<file path="src/rtl/scaler_pkg.sv">
package scaler_pkg;
   typedef enum logic [1:0] {
      OS_ARMED = 2'd0,
      OS_FIRE  = 2'd1,
      OS_HOLD  = 2'd2,
      OS_BAD   = 2'd3
   } oneshot_state_e;

   localparam int unsigned NUM_TAPS = 3;
   localparam int unsigned TAP_FAST = 0;
   localparam int unsigned TAP_SLOW = 1;
   localparam int unsigned TAP_DEC  = 2;
endpackage

</file>
<file path="src/rtl/scaler_count.sv">
module scaler_count #(
   parameter int unsigned CNT_W = 32
) (
   input  logic             clk,
   input  logic             rst,
   input  logic             enable,
   output logic [CNT_W-1:0] count
);
   always_ff @(posedge clk) begin
      if (rst)
         count <= '0;
      else if (enable)
         count <= count + 1'b1;
   end

   AST_CNT_STEP: assert property (@(posedge clk) disable iff (rst)
      enable |=> count == $past(count) + 1'b1);
   AST_CNT_HOLD: assert property (@(posedge clk) disable iff (rst)
      !enable |=> $stable(count));
endmodule

</file>
<file path="src/rtl/scaler_tap.sv">
module scaler_tap #(
   parameter int unsigned CNT_W   = 32,
   parameter int unsigned DIVISOR = 1,
   parameter int unsigned BIT_IDX = 0
) (
   input  logic [CNT_W-1:0] count,
   output logic             stage
);
   if (DIVISOR == 0) begin : g_bad_div
      $error("scaler_tap: DIVISOR must be nonzero");
   end
   if (BIT_IDX >= CNT_W) begin : g_bad_bit
      $error("scaler_tap: BIT_IDX outside counter");
   end

   if (DIVISOR == 1) begin : g_direct
      assign stage = count[BIT_IDX];
   end else begin : g_divided
      localparam logic [CNT_W-1:0] DIV_V = CNT_W'(DIVISOR);
      logic [CNT_W-1:0] quot;
      assign quot  = count / DIV_V;
      assign stage = quot[BIT_IDX];
   end
endmodule

</file>
<file path="src/rtl/scaler_oneshot.sv">
module scaler_oneshot
   import scaler_pkg::*;
(
   input  logic clk,
   input  logic rst,
   input  logic stage,
   output logic pulse
);
   oneshot_state_e state_q, state_d;

   always_comb begin
      state_d = state_q;
      unique case (state_q)
         OS_ARMED: if (stage)  state_d = OS_FIRE;
         OS_FIRE:              state_d = OS_HOLD;
         OS_HOLD:  if (!stage) state_d = OS_ARMED;
         default:              state_d = OS_ARMED;
      endcase
   end

   always_ff @(posedge clk) begin
      if (rst) state_q <= OS_ARMED;
      else     state_q <= state_d;
   end

   // The low bit of the state encoding is the pulse.
   assign pulse = state_q[0];

   AST_ONE_CYCLE: assert property (@(posedge clk) disable iff (rst)
      pulse |=> !pulse);
   AST_FIRE_CAUSE: assert property (@(posedge clk) disable iff (rst)
      (state_q == OS_ARMED && !stage) |=> !pulse);
   AST_NO_REFIRE: assert property (@(posedge clk) disable iff (rst)
      (state_q == OS_HOLD && stage) |=> !pulse);
   AST_NO_BAD: assert property (@(posedge clk) disable iff (rst)
      state_q != OS_BAD);
endmodule

</file>
<file path="src/rtl/tick_scaler.sv">
module tick_scaler
   import scaler_pkg::*;
#(
   parameter int unsigned CNT_W    = 32,
   parameter int unsigned FAST_BIT = 12,
   parameter int unsigned SLOW_BIT = 16,
   parameter int unsigned DEC_DIV  = 10,
   parameter int unsigned DEC_BIT  = 9,
   parameter int unsigned N_TIMERS = 3
) (
   input  logic                clk,
   input  logic                rst,
   input  logic                enable,
   output logic                pulse_fast,
   output logic                pulse_slow,
   output logic                pulse_dec,
   output logic [N_TIMERS-1:0] timer_inc
);
   if (N_TIMERS == 0) begin : g_bad_timers
      $error("tick_scaler: N_TIMERS must be nonzero");
   end

   function automatic int unsigned tap_bit(int unsigned i);
      if (i == TAP_FAST) return FAST_BIT;
      if (i == TAP_SLOW) return SLOW_BIT;
      return DEC_BIT;
   endfunction

   function automatic int unsigned tap_div(int unsigned i);
      return (i == TAP_DEC) ? DEC_DIV : 1;
   endfunction

   logic [CNT_W-1:0]    count;
   logic [NUM_TAPS-1:0] stage;
   logic [NUM_TAPS-1:0] pulse;

   scaler_count #(.CNT_W(CNT_W)) i_count (
      .clk(clk), .rst(rst), .enable(enable), .count(count)
   );

   for (genvar t = 0; t < NUM_TAPS; t++) begin : g_tap
      scaler_tap #(
         .CNT_W(CNT_W), .DIVISOR(tap_div(t)), .BIT_IDX(tap_bit(t))
      ) i_tap (
         .count(count), .stage(stage[t])
      );
      scaler_oneshot i_shot (
         .clk(clk), .rst(rst), .stage(stage[t]), .pulse(pulse[t])
      );
   end

   assign pulse_fast = pulse[TAP_FAST];
   assign pulse_slow = pulse[TAP_SLOW];
   assign pulse_dec  = pulse[TAP_DEC];
   assign timer_inc  = {N_TIMERS{pulse[TAP_DEC]}};

   AST_STROBE_ON_DEC: assert property (@(posedge clk) disable iff (rst)
      $rose(pulse_dec) |-> (&timer_inc));
endmodule

</file>
<file path="config.mk">
export PLATFORM = sky130hd
export DESIGN_NAME = tick_scaler
export DESIGN_NICKNAME = d
export VERILOG_FILES = /design/src/rtl/scaler_pkg.sv /design/src/rtl/scaler_count.sv /design/src/rtl/scaler_tap.sv /design/src/rtl/scaler_oneshot.sv /design/src/rtl/tick_scaler.sv
export SDC_FILE = /design/constraint.sdc
export NUM_CORES = 1
export LEC_CHECK = 0
export BUFFER_PORTS_ARGS = -buffer_cell sky130_fd_sc_hd__buf_2
export CORE_MARGIN = 1
export CORE_UTILIZATION = 60
export CTS_CLUSTER_DIAMETER = 40
export DETAILED_ROUTE_END_ITERATION = 12
export PLACE_DENSITY = 0.85
export SLEW_MARGIN = 15
export SYNTH_ARGS = -nofsm -noshare
export SYNTH_HDL_FRONTEND = slang
export SYNTH_SLANG_ARGS = --single-unit
</file>
<file path="constraint.sdc">
create_clock -name clk -period 8.05 [get_ports clk]
set_clock_uncertainty 0.05 [all_clocks]
set_input_delay 1.61 -clock clk [delete_from_list [all_inputs] [get_ports clk]]
set_output_delay 1.61 -clock clk [all_outputs]
set_load 0.01 [all_outputs]
</file>
* Yosys cells after proc, flatten, opt, wreduce, memory -nomap -nowiden
Cells that the tools add are included.
** Cells by class
- Eq/ne operators :: 12
- Reduce and logical (&&, ||, !) cells :: 6
- Multiplexer cells :: 9
- $add $sub $neg :: 1
- Divide/modulo/power cells :: 1
** Operators by type and width (count)
- 32-bit by 1-bit adder with 32-bit output (second input constant) :: 1
- 32-bit by 4-bit divider with 32-bit output (second input constant) :: 1
- 2-bit case mux with 3 select lines :: 3
- 2-bit two-way mux :: 6
- 2-bit != test (second input constant) :: 6
- 2-bit by 1-bit equality test with 1-bit output (second input constant) :: 3
- 2-bit equality test (second input constant) :: 3
- 2-bit logical NOT :: 3
- 2-bit AND reduction :: 3
** Word-level totals
- Bits of input ports :: 3
- Register bits after elaboration :: 38

* Depth between registers and ports, before layout
- Word-level depth :: 3
- Gate-level depth with buffers :: 25
- Depth with buffers taken out :: 22

* Cells and area by module
From an unflattened synthesis, not the netlist that was laid out.
** Second synthesis, totals
- Cell total of the unflattened synthesis :: 589
- Area, all modules :: 4425.5 um^2
** By module, submodules not included
- scaler_tap (g_tap[2].i_tap) :: sequential area each 0.0 um^2, area an instance 2602.5 um^2, cells an instance 385, instances 1
- scaler_count :: sequential area each 640.6 um^2, area an instance 1564.0 um^2, cells an instance 181, instances 1
- scaler_oneshot :: sequential area each 40.0 um^2, area an instance 73.8 um^2, cells an instance 6, instances 3
- tick_scaler :: sequential area each 0.0 um^2, area an instance 22.5 um^2, cells an instance 3, instances 1
- scaler_tap (g_tap[0].i_tap ...) :: sequential area each 0.0 um^2, area an instance 7.5 um^2, cells an instance 1, instances 2

* Worst setup path after synthesis
No wires, ideal clock.
- Kind :: register to register
- Start point :: register i_count.count[29]
- End point :: register g_tap[2].i_shot.state_q[1]
- Path buffers :: 3
- Setup time :: 125 ps
- Cell stages (with the launch flop) :: 25
- Data arrival time :: 6289 ps
- Slack :: 1586 ps
- Clock period less this slack :: 6464 ps
- Path through :: dfxtp_1 -> buf_4 -> nor2b_1 -> a22oi_1 -> a32oi_1 -> buf_2 -> mux2i_1 -> nor2_1 -> a211oi_1 -> nor4_2 -> or4_4 -> buf_6 -> a22o_4 -> o31a_4 -> nor2_4 -> o2bb2ai_2 -> or4_4 -> or4b_4 -> a31oi_1 -> a221oi_2 -> and3_1 -> xnor2_1 -> and2_0 -> a2111o_1 -> o41a_1
** On the way
- Cells in the longest elaborated chain, start to end :: 3
** RTL lines
- from (decl) :: RTL line scaler_count.sv:7 : output logic [CNT_W-1:0] count
- from (signal assigned) :: RTL line scaler_count.sv:13 : count <= count + 1'b1;
- 32-bit by 4-bit divider with 32-bit output * :: RTL line scaler_tap.sv:21 : assign quot = count / DIV_V;
- 2-bit != test (no line)
- 2-bit AND reduction (no line) *
- to (signal assigned) :: RTL line scaler_oneshot.sv:23 : else state_q <= state_d;
- to (decl) :: RTL line scaler_oneshot.sv:9 : oneshot_state_e state_q, state_d;
Mark *: on every way between the ends. The rest lies on a longest branch, timed or not.
A chain may end at the register's enable or synchronous reset.

* Worst setup path in the final report
- Start point :: register i_count.count[30]
- End point :: register g_tap[2].i_shot.state_q[1]
The elaborated chain is that of the path after synthesis.

==> impl_metrics.csv <==
group,metric,value,unit
logic_synthesis,yosys-top-cells-count,"77 x nor2_1, 57 x nand2_1, 38 x dfxtp_1, 38 x nand3_1, 37 x clkbuf_1",
placement,dpl.hpwl,10.3,mm
global_routing,grt_pass1_vias,5061,
sta,hold_viol_final,0,
die,fp.dieArea,8750,sq um
sta,drv_slew,0,
routing,via_per_inst,7.42,
cells_and_area,layout-drive-gt1-share,10.9,%
clock_tree,clk-insertion-delay-late,0.30,ns
worst_setup_path,critPathSlowestCell,"dfxtp_1",
routing,drt_first_pass_iters,5,
sta,setup_viol,0,
die,core,8180,sq um
routing,routedWlPerCell,18.8,um
global_routing,grtUsageTotal,33.2,%
logic_synthesis,yosysSeqAreaShare,15.1,%
sta,period_share,95.1,%
die,die_w,93.5,um
clock_tree,path_clk_slew,0.08,ns
cells_and_area,nNetsFinal,664,
die,initial_core_util,61.5,%
global_routing,globalRoute.totalOverflow,0,
logic_synthesis,synth_ff_type,"dfxtp_1",
clock_tree,root_buffer,"clkbuf_8",
placement,gp_congestion,0.984,
global_routing,grt_use_met2,53.9,%
routing,wl,14.4,mm
hold_path,min_path_type,"flip-flop to flip-flop",
clock_tree,cts_buffers,5,
routing,routed-via-count,5673,
power_and_ir_drop,leakagePower,1.70,nW
logic_synthesis,synthMostInstantiatedCell,"nor2_1",
sta,tightestPinTransition,0.934,ns
global_routing,grt_busiest_layer,"met2",
power_and_ir_drop,peakVddDrop,0.000115,V
logic_synthesis,synthArstFlopShare,0,%
clock_tree,numClockSinks,38,
power_and_ir_drop,powerDensity,71.2,nW/um^2
logic_synthesis,synth_cells,694,
routing,ant_nets,0,
logic_synthesis,ys_warn_count,0,
clock_tree,holdBufCountCts,0,
logic_synthesis,avgSynthCellArea,7.24,sq um
worst_setup_path,cpMostUsedCell,"o211ai_1",
sta,post-route-min-period,7.66,ns
logic_synthesis,synthesis.area,5030,sq um
worst_setup_path,worstPathCellList,"and3b_1 > o31ai_4 > o211ai_1 > nor4_1 > a21oi_1 > mux4_2 > and3_4 > or4_4 > a211oi_1 > a21oi_1 > o211ai_1 > nor3_1 > a221oi_1 > nand4_1 > o211ai_1 > nand2_1 > o221a_2 > o31ai_2 > a211oi_1 > o311a_1 > nand2b_1 > o41a_1",
global_routing,grt_pass1_wl,24.1,mm
die,rows,33,
worst_setup_path,crit_fanout,15,
clock_tree,cts_tree,"built",
placement,io_buffers,8,
routing,drc,0,
flow_run,cap_violations,0,
worst_setup_path,crit_type,"flip-flop to flip-flop",
status,outcome,"complete, no violations",
cells_and_area,diodes,0,
sta,totalNegativeSetupSlack,0,ns
die,dieHeight,93.5,um
worst_setup_path,cp-end-kind,"flip-flop",
routing,drt_iter0_drc,537,
global_routing,grt_max_degree,39,
worst_setup_path,crit_required,8.18,ns
logic_synthesis,synth_seq_cells,38,
sta,relSlewSlack,37.7,%
sta,fmax,131,MHz
global_routing,globalRouteMet1Util,44.5,%
clock_tree,clockBufferDepth,2,
logic_synthesis,yosys-top-cells-area,"dfxtp_1 15%, nor2_1 5.7%, xnor2_1 4.4%, nand2_1 4.3%, nand3_1 3.8%",
logic_synthesis,synth_top_cell_by_area,"dfxtp_1",
logic_synthesis,synth-edff-count,0,
clock_tree,cts_max_level,2,
die,pin_count,9,
worst_setup_path,arrival,7.78,ns
logic_synthesis,synth_top_area_share,15.1,%
cells_and_area,syn_to_final_growth,1.47,%
logic_synthesis,synth_nets,699,
power_and_ir_drop,finalPower,0.363,mW
logic_synthesis,yosysUniqueCellTypes,104,
worst_setup_path,setup.worst_path.start_class,"flip-flop",
global_routing,gr-usage-met3,4.72,%
worst_setup_path,cp_slowest_stage_delay,0.65,ns
global_routing,antenna_found_initial,0,
sta,rsz0062_at_grt,"false",
## where the power goes
group / switching, mW / internal, mW / total (mW)
clock network: 0.0725 / 0.0922 / 0.165
registers: 0.00112 / 0.189 / 0.190
logic: 0.00541 / 0.00311 / 0.00852
## timing repair
item	CTS	global route
setup endpoints to repair	0	1
resized for setup	0	2
buffers inserted	0	0
## path summary, 6_finish.rpt
check | start | endpoint | slack [ns] | depth (start not counted)
min | g_tap[0].i_shot.state_q[1] | g_tap[0].i_shot.state_q[0] | 0.40 | 1
max reg2reg | i_count.count[30] | g_tap[2].i_shot.state_q[1] | 0.39 | 22
max | i_count.count[30] | g_tap[2].i_shot.state_q[1] | 0.39 | 22
min reg2reg | g_tap[0].i_shot.state_q[1] | g_tap[0].i_shot.state_q[0] | 0.40 | 1
## stage by stage
| stage | hold WS, ns | util [%] | instances | setup WS (ns) | area, sq um |
|---|---|---|---|---|---|
| after floorplan | 0.366 | - | 694 | 1.59 | 5030 |
| after global placement | 0.373 | 60.9 | 757 | 0.747 | 4980 |
| after detailed placement | 0.390 | 60.9 | 757 | 0.609 | 4980 |
| after CTS | 0.404 | 62.3 | 765 | 0.556 | 5090 |
| after global routing | 0.434 | 62.4 | 765 | 0.00198 | 5100 |
| final | 0.404 | 62.4 | 765 | 0.395 | 5100 |
## sequential cells by signal (all words and copies together) (netlist names)
signal	cells
i_count.count	32
g_tap.i_shot.state_q	6
## kinds of logic after synthesis
family / count (synthesis) / synth area share, %
flip-flops: 38 / 15.1
multiplexers: 7 / 1.67
AND/OR/NAND/NOR: 309 / 33.5
AO/OA/AOI/OAI: 225 / 36.1
adder cells (fa/ha/maj): 2 / 0.498
buffers and inverters: 76 / 6.74
XOR/XNOR: 37 / 6.45
## layer usage
| metal | up-vias | part of all wire [%] |
|---|---|---|
| met5 | - | 0 |
| met4 | 0 | 2.8 |
| met3 | 54 | 8.8 |
| met2 | 349 | 46 |
| met1 | 2646 | 43 |
| li1 | 2624 | - |
## cells in the final DEF, fill, tap and decap left out, types with 7 or more instances in the layout
master	instances
o2111ai_1	7
xor2_1	12
buf_2	8
dfxtp_1	38
a221oi_1	8
or3_1	11
inv_1	17
nand3_1	38
nand4_1	10
a211oi_1	12
nor4_1	17
and3_1	12
o211ai_1	15
o21ai_1	9
a21oi_1	27
nor3_1	28
a211o_1	7
o21ai_0	21
a31oi_1	14
xnor2_1	25
nand2_1	57
nor2_1	76
o21a_1	8
## critical path: cells and delay by family, from the launching register on
kind,cells,cell delay [ns]
mux,1,0.57
simple gates,8,2.02
compound gates,13,4.22
flops,1,0.65
## final cells by class
| type | instances | area [sq um] |
|---|---|---|
| inverters | 20 | 75.1 |
| well taps | 105 | 131 |
| multi-input cells | 580 | 3940 |
| repair buffers | 14 | 85.1 |
| flip-flops and latches | 38 | 761 |
| clock buffers | 5 | 68.8 |
| clock inverters | 3 | 45.0 |
| fillers | 751 | 3070 |
Power figures use the tool's default switching activity.
